<file path="config.mk">
export PLATFORM = sky130hd
export DESIGN_NAME = burst_col_gen
export DESIGN_NICKNAME = d
export VERILOG_FILES = /design/src/rtl/burst_col_gen.sv
export SDC_FILE = /design/constraint.sdc
export NUM_CORES = 1
export LEC_CHECK = 0
export CAP_MARGIN = 30
export CORE_UTILIZATION = 55
export CTS_CLUSTER_DIAMETER = 30
export CTS_CLUSTER_SIZE = 12
export DETAILED_ROUTE_END_ITERATION = 6
export MAX_ROUTING_LAYER = met4
export PLACE_DENSITY = 0.95
export SYNTH_ARGS = -nofsm -noshare
export SYNTH_HDL_FRONTEND = slang
export SYNTH_SLANG_ARGS = --single-unit
export TNS_END_PERCENT = 100
</file>
<file path="constraint.sdc">
create_clock -name clk -period 4.66 [get_ports clk]
set_input_delay 0.932 -clock clk [delete_from_list [all_inputs] [get_ports clk]]
set_output_delay 0.932 -clock clk [all_outputs]
set_load 0.02 [all_outputs]
</file>
<file path="src/rtl/burst_col_gen.sv">
module burst_col_gen #(
  parameter int COL_W = 8
) (
  input  logic             clk,
  input  logic             rst_n,
  input  logic             start,
  input  logic [COL_W-1:0] start_col,
  input  logic [2:0]       bl_code,
  input  logic             interleave,
  input  logic             stop,
  output logic             valid,
  output logic [COL_W-1:0] beat_a,
  output logic [COL_W-1:0] beat_b,
  output logic             done,
  output logic             err
);
  localparam logic [COL_W-1:0] ALL_ONES = '1;
  localparam logic [COL_W-1:0] STEP     = COL_W'(2);

  logic             active, fp, ilv, err_q;
  logic [COL_W-1:0] base, mask, idx;

  logic             code_ok, code_fp;
  logic [COL_W-1:0] code_mask;

  always_comb begin
    code_ok   = 1'b1;
    code_fp   = 1'b0;
    code_mask = '0;
    case (bl_code)
      3'b001:  code_mask = COL_W'(1);
      3'b010:  code_mask = COL_W'(3);
      3'b011:  code_mask = COL_W'(7);
      3'b111:  begin code_fp = 1'b1; code_mask = ALL_ONES; end
      default: code_ok = 1'b0;
    endcase
  end

  wire illegal = !code_ok || (code_fp && (interleave || start_col[0]));
  wire accept  = start && !active;
  wire last    = fp ? stop : ((idx | COL_W'(1)) == mask);

  function automatic logic [COL_W-1:0] col_of(input logic [COL_W-1:0] i);
    logic [COL_W-1:0] lo;
    lo = ilv ? (base ^ i) : (base + i);
    return (base & ~mask) | (lo & mask);
  endfunction

  always_ff @(posedge clk) begin
    if (!rst_n) begin
      active <= 1'b0;
      fp     <= 1'b0;
      ilv    <= 1'b0;
      err_q  <= 1'b0;
      base   <= '0;
      mask   <= '0;
      idx    <= '0;
    end else begin
      err_q <= accept && illegal;
      if (accept && !illegal) begin
        active <= 1'b1;
        base   <= start_col;
        mask   <= code_mask;
        ilv    <= interleave && !code_fp;
        fp     <= code_fp;
        idx    <= '0;
      end else if (active) begin
        if (last) active <= 1'b0;
        else      idx    <= idx + STEP;
      end
    end
  end

  assign valid  = active;
  assign done   = active && last;
  assign err    = err_q;
  assign beat_a = active ? col_of(idx) : '0;
  assign beat_b = active ? col_of(idx | COL_W'(1)) : '0;
endmodule

</file>
==> results.toml <==
[yosys]
netlist_area_mm2 = 0.001695
ys_seq_elements = 22
synth_top_flop_cell = "dfxtp_1"
avgSynthCellArea_um2 = 8.035
synth_top_area_share_pct = 25.98
yosys.area.top_type = "dfxtp_1"
synth-edff-count = 0
seq_area_frac_synth_pct = 25.98
synthTopCellsByArea = "dfxtp_1, mux2i_1, a21oi_1"
synth_xor_area_share_pct = 6.716
yosys_warnings = 0
synth-simple-area-share_pct = 27.38
async_flop_share_pct = 0
synth_top_family_by_area = "simple AND/OR/NAND/NOR gates"
syn-instance-count = 211
syn-num-nets = 236
synth-adder-area-share_pct = 7.528
yosysUniqueCellTypes = 51
muxShareOfSynthArea_pct = 5.904
synth-compound-area-share_pct = 20.15

[layout]
stdcell_count = 267
final_cell_mix = "clkdlybuf4s50_1, dfxtp_1, nand2_1"
diodes = 0
fillCellCount = 233
nets = 263
syn_to_final_growth_pct = 19.11
final_common_cell = "clkdlybuf4s50_1"
drive_above_1_share_pct = 5.085

[critical_path]
reg2reg_depth = 5
crit_required_ns = 3.73
cp-end-kind = "output pin"
startpoint_type = "register"
crit_path_max_fanout = 7
path_class = "reg2out"
crit_arrival_ns = 3.13

[clock_tree]
clk_pin_slew_worst_paths_ns = 0.11
clock-sinks = 22
hold_buffers = 0
post-cts-setup-buffer-count = 0
tritoncts = "yes"
clk_latency_ns = 0.31
h-tree-depth = 1
cts-root-buf = "clkbuf_4"
cts_max_path_buffers = 2
post_cts_resized = 0
cts_buffers = 3

[power]
p_leak_nw = 0.7132
max-vdd-ir-drop_mv = 0.1471
pwr_density_cell_mw_per_mm2 = 185.3

[die]
core_region_area_mm2 = 0.002829
row_count = 19
start_util_pct = 59.93
die_w_um = 57.52
io_pins = 35
die_h_um = 57.52
dieArea_mm2 = 0.003309

[grt]
antenna_found_initial = 0
grt_max_degree = 19
first_global_vias = 1463
grt_pass1_wl_mm = 6.513
grt_use_total_pct = 26.10
grt.overflow.total = 0

[place]
post-dp-hpwl_mm = 2.995
io_buffers = 34
routabilityCongestion = 0.9097
place_inst = 264

[hold_path]
worstHoldPathType = "reg2reg"
min_path_cells = 2

[drt]
wl_per_cell_um = 14.55
via_count = 1625
drc = 3
drt_iter0_drc = 81
avgViaCountPerCell = 6.086
routed_wirelength_mm = 3.885
drtAntennaViolNets = 0
first_pass_iters = 6

[sta]
hold_violations = 0
clock_skew_ns = 0.006070
min_period_over_period_pct = 87.14
setup_viol = 0
tightest_slew_ns = 0.7040
clock.fmax_mhz = 246.3
slew_viol_final = 0
slew_headroom_pct = 53.00
grt_setup_unrepaired = "false"
post-route-min-period_ns = 4.061
tns_ns = 0

[run]
max_cap_viol_count = 0

[outcome]
outcome = "complete, but fails checks"
violations = "design-rule violations"
## report_power, final
part / switching, W / internal, W
clock network: 0.0000544 / 0.0000302
logic: 0.0000394 / 0.0000402
registers: 0.0000147 / 0.000195
## metrics by stage
| step | total power (W) | hold WS [ns] | cell area [µm²] | worst slack [ns] | util (%) |
|---|---|---|---|---|---|
| finish | 0.0003742 | 0.5183 | 2019 | 0.5992 | 71.38 |
| CTS | 0.0003765 | 0.5253 | 2019 | 0.6374 | 71.38 |
| floorplan | 0.0002625 | 0.4577 | 1695 | 1.560 | - |
| detailed placement | 0.0002927 | 0.5092 | 1997 | 1.010 | 70.59 |
| global placement | 0.0002902 | 0.4954 | 1997 | 1.093 | 70.59 |
| global route | 0.0003967 | 0.5595 | 2019 | 0.4958 | 71.38 |
## synthesized netlist by cell type (2+ instances only)
cell type   n
buf_4       2
xor2_1      4
nand4_1     3
ha_1        7
nand3_1     9
clkbuf_1    3
nand2_1    20
nand2b_1    4
dfxtp_1    22
a21o_1      2
inv_1       8
buf_6       2
nor3_1      2
fa_1        2
buf_2       4
a21oi_1    18
nor2_1     17
o21ai_0    12
nor2b_1     7
a21boi_0    6
nor4_1      2
or3_1       2
a211oi_1    4
and2_1      2
and3_1      4
mux2i_1    10
xnor2_1     9
## logic make-up (layout without fill, tap and decap cells)
family / count (synthesis) / count (layout)
flip-flops: 22 / 22
XOR/XNOR: 13 / 13
buffers and inverters: 20 / 45
adder cells (fa/ha/maj): 9 / 9
AND/OR/NAND/NOR: 84 / 84
multiplexers: 10 / 10
AO/OA/AOI/OAI: 53 / 53
## cell type report
class / instances / area, µm² / share of cell area (%)
multi-input cells: 169 / 1147 / 56.82
flip-flops and latches: 22 / 440.4 / 21.81
well taps: 31 / 38.79 / 1.921
repair buffers: 34 / 340.3 / 16.85
clock buffers: 3 / 22.52 / 1.115
inverters: 8 / 30.03 / 1.487
## state kept, by name, summed over array words and instances (netlist names)
signal  flops
base        8
idx         7
ilv         1
fp          1
err         1
mask        3
valid       1
## path summary, 6_finish.rpt
check             startpoint  slack [ns]   endpoint
hold / removal       base[3]        0.52    base[3]
setup / recovery      idx[1]        0.60  beat_b[7]
hold reg to reg      base[3]        0.52    base[3]
setup reg to reg       valid        2.57     idx[6]
## metal layers
layer  vias to the layer above  wire length (µm)  global-route usage [%]
met4                         0               113                   12.54
met5                         -                 0                       -
met1                       745              1706                   31.36
met2                        68              1845                   42.03
met3                        13               220                   4.762
li1                        799                 -                       -
## critical path: stages, from the launching register on
cell,delay [ns]
dfxtp_1,0.51
ha_1,0.22
inv_1,0.05
fa_1,0.45
a2111oi_2,0.44
nor4_1,0.12
nor3b_2,0.21
mux2i_1,0.20
clkdlybuf4s50_1,0.61
Note: power is estimated with default switching activity, not from simulation.
